--- src/rtl/eth_mii_rx_pkg.sv ---
package eth_mii_rx_pkg;
   localparam logic [3:0]  PRE_NIB   = 4'h5;
   localparam logic [3:0]  SFD_NIB   = 4'hD;
   localparam logic [31:0] POLY_REFL = 32'hEDB88320;

   typedef enum logic {ST_SEEK, ST_DATA} rx_state_t;

   function automatic logic [31:0] crc32_step(input logic [31:0] c, input logic [7:0] b);
      logic [31:0] r;
      r = c ^ {24'd0, b};
      for (int i = 0; i < 8; i++)
         r = r[0] ? ((r >> 1) ^ POLY_REFL) : (r >> 1);
      return r;
   endfunction

   function automatic logic [31:0] bitrev32(input logic [31:0] v);
      logic [31:0] r;
      for (int i = 0; i < 32; i++)
         r[i] = v[31 - i];
      return r;
   endfunction
endpackage

--- src/rtl/mrx_nibble_rx.sv ---
module mrx_nibble_rx
   import eth_mii_rx_pkg::*;
(
   input  logic       clk,
   input  logic       rst_n,
   input  logic       dv,
   input  logic [3:0] d,
   input  logic       er,
   output logic       byte_stb,
   output logic [7:0] byte_dat,
   output logic       frm_start,
   output logic       frm_end,
   output logic       code_err
);
   rx_state_t  st;
   logic       saw_pre;
   logic       half;
   logic [3:0] lo_nib;

   always_ff @(posedge clk or negedge rst_n) begin
      if (!rst_n) begin
         st        <= ST_SEEK;
         saw_pre   <= 1'b0;
         half      <= 1'b0;
         lo_nib    <= '0;
         byte_stb  <= 1'b0;
         byte_dat  <= '0;
         frm_start <= 1'b0;
         frm_end   <= 1'b0;
         code_err  <= 1'b0;
      end else begin
         byte_stb  <= 1'b0;
         frm_start <= 1'b0;
         frm_end   <= 1'b0;
         case (st)
            ST_SEEK: begin
               if (dv) begin
                  if (saw_pre && d == SFD_NIB) begin
                     st        <= ST_DATA;
                     frm_start <= 1'b1;
                     code_err  <= 1'b0;
                     half      <= 1'b0;
                     saw_pre   <= 1'b0;
                  end else begin
                     saw_pre <= (d == PRE_NIB);
                  end
               end else begin
                  saw_pre <= 1'b0;
               end
            end
            default: begin
               if (dv) begin
                  code_err <= code_err | er;
                  if (!half) begin
                     lo_nib <= d;
                     half   <= 1'b1;
                  end else begin
                     byte_stb <= 1'b1;
                     byte_dat <= {d, lo_nib};
                     half     <= 1'b0;
                  end
               end else begin
                  st      <= ST_SEEK;
                  frm_end <= 1'b1;
               end
            end
         endcase
      end
   end
endmodule

--- src/rtl/mrx_crc_chk.sv ---
module mrx_crc_chk
   import eth_mii_rx_pkg::*;
#(
   parameter logic [31:0] RESIDUE = 32'hC704DD7B
) (
   input  logic       clk,
   input  logic       rst_n,
   input  logic       start,
   input  logic       stb,
   input  logic [7:0] dat,
   output logic       crc_ok
);
   localparam logic [31:0] RES_REFL = bitrev32(RESIDUE);

   logic [31:0] crc_q;

   always_ff @(posedge clk or negedge rst_n) begin
      if (!rst_n)     crc_q <= '1;
      else if (start) crc_q <= '1;
      else if (stb)   crc_q <= crc32_step(crc_q, dat);
   end

   assign crc_ok = (crc_q == RES_REFL);
endmodule

--- src/rtl/mrx_ctrl_parse.sv ---
module mrx_ctrl_parse #(
   parameter int          CNT_W     = 16,
   parameter int          MIN_FRAME = 64,
   parameter logic [47:0] CTRL_DA   = 48'h0180C2000001,
   parameter logic [15:0] CTRL_TYPE = 16'h8808,
   parameter logic [15:0] PAUSE_OP  = 16'h0001
) (
   input  logic        clk,
   input  logic        rst_n,
   input  logic        start,
   input  logic        stb,
   input  logic [7:0]  dat,
   input  logic        frm_end,
   input  logic        crc_ok,
   input  logic        code_err,
   output logic        ctrl_hdr,
   output logic        runt,
   output logic        pause_valid,
   output logic [15:0] pause_quanta
);
   localparam logic [CNT_W-1:0] HDR_END = CNT_W'(14);
   localparam logic [CNT_W-1:0] Q_END   = CNT_W'(18);

   logic [CNT_W-1:0] cnt;
   logic             hdr_ok, op_ok, hdr_hit, op_hit;
   logic [47:0]      da_sh;

   always_comb begin
      da_sh   = CTRL_DA >> (8 * (5 - cnt[2:0]));
      hdr_hit = 1'b1;
      op_hit  = 1'b1;
      if (cnt < CNT_W'(6))         hdr_hit = (dat == da_sh[7:0]);
      else if (cnt == CNT_W'(12))  hdr_hit = (dat == CTRL_TYPE[15:8]);
      else if (cnt == CNT_W'(13))  hdr_hit = (dat == CTRL_TYPE[7:0]);
      else if (cnt == CNT_W'(14))  op_hit  = (dat == PAUSE_OP[15:8]);
      else if (cnt == CNT_W'(15))  op_hit  = (dat == PAUSE_OP[7:0]);
   end

   always_ff @(posedge clk or negedge rst_n) begin
      if (!rst_n) begin
         cnt          <= '0;
         hdr_ok       <= 1'b0;
         op_ok        <= 1'b0;
         pause_quanta <= '0;
         pause_valid  <= 1'b0;
      end else begin
         pause_valid <= frm_end & hdr_ok & op_ok & (cnt >= Q_END) &
                        crc_ok & ~code_err & ~runt;
         if (start) begin
            cnt    <= '0;
            hdr_ok <= 1'b1;
            op_ok  <= 1'b1;
         end else if (stb) begin
            if (cnt != '1) cnt <= cnt + CNT_W'(1);
            hdr_ok <= hdr_ok & hdr_hit;
            op_ok  <= op_ok & op_hit;
            if (cnt == CNT_W'(16)) pause_quanta[15:8] <= dat;
            if (cnt == CNT_W'(17)) pause_quanta[7:0]  <= dat;
         end
      end
   end

   assign ctrl_hdr = hdr_ok & (cnt >= HDR_END);
   assign runt     = (cnt < CNT_W'(MIN_FRAME));
endmodule

--- src/rtl/mrx_hold_line.sv ---
module mrx_hold_line #(
   parameter int HOLD = 14
) (
   input  logic       clk,
   input  logic       rst_n,
   input  logic       start,
   input  logic       stb,
   input  logic [7:0] dat,
   input  logic       frm_end,
   input  logic       drop,
   input  logic       crc_ok,
   input  logic       code_err,
   input  logic       runt,
   output logic       host_valid,
   output logic [7:0] host_data,
   output logic       host_sof,
   output logic       host_eof,
   output logic       host_err_crc,
   output logic       host_err_code,
   output logic       host_err_runt
);
   localparam int PW = $clog2(HOLD + 1) + 1;

   logic          draining, first_q;
   logic [PW-1:0] pend;
   logic          fl_crc, fl_code, fl_runt;
   logic          shift, emit, is_last, pass;

   assign shift = stb | draining;

   for (genvar g = 0; g < HOLD; g++) begin : g_stage
      logic [7:0] d_q;
      logic       v_q;
      if (g == 0) begin : g_head
         always_ff @(posedge clk or negedge rst_n) begin
            if (!rst_n) begin
               d_q <= '0;
               v_q <= 1'b0;
            end else if (shift) begin
               d_q <= dat;
               v_q <= stb;
            end
         end
      end else begin : g_body
         always_ff @(posedge clk or negedge rst_n) begin
            if (!rst_n) begin
               d_q <= '0;
               v_q <= 1'b0;
            end else if (shift) begin
               d_q <= g_stage[g-1].d_q;
               v_q <= g_stage[g-1].v_q;
            end
         end
      end
   end

   assign emit    = shift & g_stage[HOLD-1].v_q;
   assign is_last = draining & (pend == PW'(1));
   assign pass    = emit & ~drop;

   always_ff @(posedge clk or negedge rst_n) begin
      if (!rst_n) begin
         draining      <= 1'b0;
         first_q       <= 1'b0;
         pend          <= '0;
         fl_crc        <= 1'b0;
         fl_code       <= 1'b0;
         fl_runt       <= 1'b0;
         host_valid    <= 1'b0;
         host_data     <= '0;
         host_sof      <= 1'b0;
         host_eof      <= 1'b0;
         host_err_crc  <= 1'b0;
         host_err_code <= 1'b0;
         host_err_runt <= 1'b0;
      end else begin
         host_valid    <= pass;
         host_data     <= pass ? g_stage[HOLD-1].d_q : 8'h00;
         host_sof      <= pass & first_q;
         host_eof      <= pass & is_last;
         host_err_crc  <= pass & is_last & fl_crc;
         host_err_code <= pass & is_last & fl_code;
         host_err_runt <= pass & is_last & fl_runt;
         pend <= pend + {{(PW-1){1'b0}}, stb} - {{(PW-1){1'b0}}, emit};
         if (start)     first_q <= 1'b1;
         else if (emit) first_q <= 1'b0;
         if (frm_end) begin
            fl_crc  <= ~crc_ok;
            fl_code <= code_err;
            fl_runt <= runt;
            if (pend != '0) draining <= 1'b1;
         end else if (emit && is_last) begin
            draining <= 1'b0;
         end
      end
   end
endmodule

--- src/rtl/eth_mii_rx_mac.sv ---
module eth_mii_rx_mac #(
   parameter int          HOLD_BYTES = 14,
   parameter int          CNT_W      = 16,
   parameter int          MIN_FRAME  = 64,
   parameter logic [31:0] CRC_RESIDUE = 32'hC704DD7B,
   parameter logic [47:0] CTRL_DA    = 48'h0180C2000001,
   parameter logic [15:0] CTRL_TYPE  = 16'h8808,
   parameter logic [15:0] PAUSE_OP   = 16'h0001
) (
   input  logic        clk,
   input  logic        rst_n,
   input  logic        mii_dv,
   input  logic [3:0]  mii_d,
   input  logic        mii_err,
   input  logic        cfg_pass_ctrl,
   output logic        host_valid,
   output logic [7:0]  host_data,
   output logic        host_sof,
   output logic        host_eof,
   output logic        host_err_crc,
   output logic        host_err_code,
   output logic        host_err_runt,
   output logic        pause_valid,
   output logic [15:0] pause_quanta
);
   if (HOLD_BYTES < 14) begin : g_bad_hold
      $error("HOLD_BYTES must cover the 14-byte header");
   end
   if (MIN_FRAME < 18 || (64'(1) << CNT_W) <= 64'(MIN_FRAME)) begin : g_bad_len
      $error("MIN_FRAME out of range for CNT_W");
   end

   logic       byte_stb, frm_start, frm_end, code_err, crc_ok;
   logic       ctrl_hdr, runt;
   logic [7:0] byte_dat;

   mrx_nibble_rx u_nib (
      .clk(clk), .rst_n(rst_n), .dv(mii_dv), .d(mii_d), .er(mii_err),
      .byte_stb(byte_stb), .byte_dat(byte_dat), .frm_start(frm_start),
      .frm_end(frm_end), .code_err(code_err)
   );

   mrx_crc_chk #(.RESIDUE(CRC_RESIDUE)) u_crc (
      .clk(clk), .rst_n(rst_n), .start(frm_start), .stb(byte_stb),
      .dat(byte_dat), .crc_ok(crc_ok)
   );

   mrx_ctrl_parse #(
      .CNT_W(CNT_W), .MIN_FRAME(MIN_FRAME), .CTRL_DA(CTRL_DA),
      .CTRL_TYPE(CTRL_TYPE), .PAUSE_OP(PAUSE_OP)
   ) u_ctrl (
      .clk(clk), .rst_n(rst_n), .start(frm_start), .stb(byte_stb),
      .dat(byte_dat), .frm_end(frm_end), .crc_ok(crc_ok), .code_err(code_err),
      .ctrl_hdr(ctrl_hdr), .runt(runt), .pause_valid(pause_valid),
      .pause_quanta(pause_quanta)
   );

   mrx_hold_line #(.HOLD(HOLD_BYTES)) u_hold (
      .clk(clk), .rst_n(rst_n), .start(frm_start), .stb(byte_stb),
      .dat(byte_dat), .frm_end(frm_end), .drop(ctrl_hdr & ~cfg_pass_ctrl),
      .crc_ok(crc_ok), .code_err(code_err), .runt(runt),
      .host_valid(host_valid), .host_data(host_data), .host_sof(host_sof),
      .host_eof(host_eof), .host_err_crc(host_err_crc),
      .host_err_code(host_err_code), .host_err_runt(host_err_runt)
   );
endmodule

--- config.mk ---
export PLATFORM = sky130hd
export DESIGN_NAME = eth_mii_rx_mac
export DESIGN_NICKNAME = d
export VERILOG_FILES = /design/src/rtl/eth_mii_rx_pkg.sv /design/src/rtl/mrx_nibble_rx.sv /design/src/rtl/mrx_crc_chk.sv /design/src/rtl/mrx_ctrl_parse.sv /design/src/rtl/mrx_hold_line.sv /design/src/rtl/eth_mii_rx_mac.sv
export SDC_FILE = /design/constraint.sdc
export NUM_CORES = 1
export LEC_CHECK = 0
export BUFFER_PORTS_ARGS = -buffer_cell sky130_fd_sc_hd__buf_2
export CORE_MARGIN = 2
export CORE_UTILIZATION = 32
export CTS_BUF_LIST = sky130_fd_sc_hd__clkbuf_4
export DETAILED_ROUTE_END_ITERATION = 8
export SLEW_MARGIN = 25
export SYNTH_ARGS = -nofsm -noshare
export SYNTH_HDL_FRONTEND = slang
export SYNTH_SLANG_ARGS = --single-unit
--- constraint.sdc ---
create_clock -name clk -period 7.35 [get_ports clk]
set_input_delay 1.47 -clock clk [delete_from_list [all_inputs] [get_ports clk]]
set_output_delay 1.47 -clock clk [all_outputs]
set_load 0.01 [all_outputs]
==> flow_results.org <==
** Timing
- On the final layout, the worst hold slack is 0.471 ns.
- The worst path needs 3.22 ns of the cycle, external delays included.
- In the finished design, the share of the clock period the worst path needs comes to 0.438.
- Slew @ Worst Pin :: 0.871 ns
- The max-slew violation total from the final report was 0.
- Peak clock frequency supported by timing :: 311 MHz
- Setup repair after global routing left no endpoint under its margin.
- Rel. slew slack :: 0.419
- Final Skew :: 0.0539 ns
- Final TNS setup :: 0 ns
- Final-report setup violation count :: 0
- Count of endpoints failing hold in the final timing report :: 0

** Route
- Avg WL per Cell :: 14.5 um
- Number of detailed-route iterations in the first pass :: 4
- Count of antenna-violating nets left after detailed routing :: 0
- 1st-iter DRT viols :: 240
- Total Routed Length :: 18.8 mm
- Summing over every cut layer, the via total after detailed routing is 6114.
- In the routed layout, each cell is associated on average with a via count of 4.69.
- Remaining routing DRC violations :: 0

** Clocking
- CTS placed an instance of sky130_fd_sc_hd__clkbuf_4 at the clock tree root.
- TritonCTS built the clock tree.
- Post-CTS setup-driven buffer insertion count :: 0
- Hold buffer count at cts :: 0
- Counting the buffers created by CTS gives 60.
- Clock Sink Count :: 236
- CTS H-tree lvls :: 2
- For the worst-skew pair, the clock arrives at the later sink with an insertion delay of 0.70 ns.
- Maximum buffer depth of the clock tree :: 3
- In this run, post-CTS repair resized a total of 0 instances.
- Clock-pin transition on the worst setup and hold timing paths :: 0.07 ns

** Flow run
- Max-cap violations in this run came to 0.

** Synth
- When the netlist entered floorplanning its net count stood at 815.
- After technology mapping, the gate count stands at 793.
- Post-Synthesis Mean Instance Area :: 13.1 um2
- Number of flops mapped to enable cells by yosys :: 0
- Fraction of synthesized cell area taken by the top area cell type :: 0.492
- Share of synthesized area occupied by flip-flops and latches :: 0.573
- The cell area that synthesis handed to floorplanning was 0.0104 mm2.
- Asr flop ratio synth :: 1.00
- Number of warnings issued by yosys :: 0
- By area the synthesized netlist is led by sky130_fd_sc_hd__dfrtp_1 49%, sky130_fd_sc_hd__mux2_2 17%, sky130_fd_sc_hd__dfstp_2 8.1%.
- Netlist cell types :: 52
- Library cell with the largest summed area after synthesis :: sky130_fd_sc_hd__dfrtp_1
- Most frequent cell after synthesis :: sky130_fd_sc_hd__dfrtp_1
- List of most frequent post-synthesis cells :: 204 x sky130_fd_sc_hd__dfrtp_1, 155 x sky130_fd_sc_hd__mux2_2, 53 x sky130_fd_sc_hd__xnor2_1, 44 x sky130_fd_sc_hd__nor2_1, 38 x sky130_fd_sc_hd__clkbuf_1
- For this run, the leading register cell type out of synthesis is sky130_fd_sc_hd__dfrtp_1.
- Register bit count reported by yosys :: 236

** Global route
- Entering global routing, the biggest net connects 153 pins.
- The number of global-route vias before repair is 6362.
- Overflow left after global routing :: 0
- The first global-routing pass estimated 31.9 mm of wire.
- In the global route stage, overall resource usage came out at 0.116.
- The number of antenna violations at the first check in global routing was 1.

** Power
- Power Total :: 2.71 mW
- VDD IR max :: 0.0964 mV
- Cell Pwr Density :: 230 mW/mm2
- Leakage Power :: 5.84 nW

** Critical path
- Depth of the worst register-to-register path :: 11
- Kind of end point of the critical path :: flip-flop
- In this run the worst setup path begins at u_nib.byte_stb.
- Crit-path max FO :: 70
- Register-to-register setup slack :: 4.13 ns
- In this run the critical register-to-register path is launched from u_nib.byte_stb.
- Worst Path Class, Setup :: flip-flop to flip-flop
- Critical path startpoint category :: flip-flop
- Worst Path Required :: 7.93 ns
- For the worst setup path, the data arrival time is 3.80 ns.
- The endpoint identified for the worst register-to-register timing path is u_hold.pend[4].

** Cells and area
- The layout has 3140 filler cells.
- In the final layout, the share of cells above drive strength 1 is 0.391.
- Area Growth Syn to Fin :: 13.4%
- Final net count :: 878

** Hold path
- The worst hold path terminates at u_hold.g_stage[9].d_q[1].
- Min-Delay Path Depth :: 1
- The min-delay analysis places its worst path in the category flip-flop to flip-flop.
- The startpoint identified for the worst hold timing path is u_hold.g_stage[8].d_q[1].

** Placement
- During placement, the flow inserted port buffers numbering 39.
- At the end of routability-driven placement, the weighted congestion stood at 0.802.
- Once detailed placement completed, the half-perimeter wirelength came to 11.6 mm.

** Floorplanning
- After floorplanning, the core was divided into 65 placement rows.
- Die Outline Area :: 0.0339 mm2
- Horizontal extent of the die :: 184 um
- Ports placed on the boundary :: 40
- Core ar. :: 0.0317 mm2
- The die is 184 um tall.
- Initial core utilization :: 0.327

** Outcome
- Run status :: complete, no violations
==> cell type report <==
class                           count  area, um2  area share
Antenna cell                        1       2.50    0.000213
Clock buffer                       87        653      0.0555
Clock inverter                     19        115     0.00978
Inverter                           20       75.1     0.00638
Multi-Input combinational cell    494       4220       0.358
Sequential cell                   236       5950       0.505
Tap cell                          402        503      0.0427
Timing Repair Buffer               44        255      0.0217
==> flip-flops by register name, indices dropped and copies added, names as in the netlist, 4 cells and up <==
signal / cells
u_nib.lo_nib: 4
u_crc.crc_q: 32
u_ctrl.pause_quanta: 16
u_hold.pend: 5
u_hold.host_data: 8
u_ctrl.cnt: 16
u_hold.g_stage.v_q: 14
u_hold.g_stage.d_q: 112
u_nib.byte_dat: 8
==> placed cells by master, fill, tap and decap left out, types with 3 or more instances in the layout <==
cell                       Yosys  final
sky130_fd_sc_hd__nor2b_1      23     23
sky130_fd_sc_hd__a21o_1        4      4
sky130_fd_sc_hd__ha_1         12     12
sky130_fd_sc_hd__xnor2_2       5      5
sky130_fd_sc_hd__nand2_1      11     11
sky130_fd_sc_hd__dfstp_2      32     32
sky130_fd_sc_hd__buf_4         0      4
sky130_fd_sc_hd__inv_1        19     19
sky130_fd_sc_hd__o21bai_1      4      4
sky130_fd_sc_hd__nand4_1       7      7
sky130_fd_sc_hd__nand3_1      11     11
sky130_fd_sc_hd__clkinv_2      0      4
sky130_fd_sc_hd__or3_1         3      3
sky130_fd_sc_hd__nand4b_1      4      4
sky130_fd_sc_hd__dfrtp_1     204    203
sky130_fd_sc_hd__a21oi_1      20     20
sky130_fd_sc_hd__xnor2_1      53     53
sky130_fd_sc_hd__buf_2         3     38
sky130_fd_sc_hd__xor2_1       23     23
sky130_fd_sc_hd__o21ai_1       4      4
sky130_fd_sc_hd__nor3_1       10     10
sky130_fd_sc_hd__and3_1       13     13
sky130_fd_sc_hd__o211ai_1      4      4
sky130_fd_sc_hd__o21ai_0      11     11
sky130_fd_sc_hd__nor2_1       44     43
sky130_fd_sc_hd__or2_2        14     13
sky130_fd_sc_hd__a211o_1      17     17
sky130_fd_sc_hd__nor4b_1       3      3
sky130_fd_sc_hd__mux2_2      155    155
sky130_fd_sc_hd__and2_1        7      7
sky130_fd_sc_hd__nor4_1        9      9
sky130_fd_sc_hd__clkinv_1      0     11
sky130_fd_sc_hd__clkbuf_4      0     87
==> worst max-delay path: stages, from the launching register on <==
cell and delay, ns:
sky130_fd_sc_hd__dfrtp_2 0.34, sky130_fd_sc_hd__buf_4 0.54, sky130_fd_sc_hd__or2_4 0.51, sky130_fd_sc_hd__and2_1 0.39, sky130_fd_sc_hd__ha_1 0.18, sky130_fd_sc_hd__inv_1 0.04
sky130_fd_sc_hd__ha_1 0.19, sky130_fd_sc_hd__fa_1 0.41, sky130_fd_sc_hd__a21oi_1 0.15, sky130_fd_sc_hd__nor2_1 0.06, sky130_fd_sc_hd__nor2_1 0.11, sky130_fd_sc_hd__xnor2_1 0.13
==> worst max-delay path by stage <==
stage	cells after the start	end	slack, ns
finish	11	u_hold.pend[4]	4.13
global route	11	u_hold.pend[4]	3.90
CTS	11	u_hold.pend[4]	4.14
detailed placement	11	u_hold.pend[4]	4.18
global placement	11	u_hold.pend[4]	4.24
floorplan	11	u_hold.pend[4]	4.94
==> power by group <==
group          switching [mW]  total [mW]  internal [mW]  leakage [nW]
sequential             0.0249        1.36           1.33          3.17
combinational           0.134       0.254          0.120          2.22
clock                   0.519        1.10          0.579         0.452
==> logic make-up (layout without fill, tap and decap cells) <==
| logic type | Yosys count | after routing | synth area share |
|---|---|---|---|
| adders and majority gates | 13 | 13 | 0.0164 |
| and+or+nand+nor | 166 | 166 | 0.0872 |
| muxes | 156 | 156 | 0.169 |
| buffers and inverters | 63 | 170 | 0.0233 |
| AOI/OAI and AO/OA | 73 | 73 | 0.0473 |
| DFF | 236 | 236 | 0.573 |
| other | 0 | 1 | 0 |
| xor gates and xnor gates | 86 | 86 | 0.0839 |
==> metal layers <==
layer | global-route usage | wire length (um) | vias to the layer above
met1 | 0.166 | 9660 | 3038
met3 | 0.0285 | 855 | 30
met4 | 0.0474 | 372 | 0
li1 | - | - | 2922
met5 | 0 | 0 | -
met2 | 0.169 | 7950 | 124
==> per-stage QoR <==
step           setup WS, ns  utilization  area [um2]  cells
2_1_floorplan          4.94            -       10400    793
3_3_place_gp           4.24        0.346       11000   1196
3_5_place_dp           4.18        0.347       11000   1196
4_1_cts                4.14        0.371       11800   1302
5_1_grt                3.90        0.371       11800   1303
6_report               4.13        0.371       11800   1303
Power figures use the tool's default switching activity.
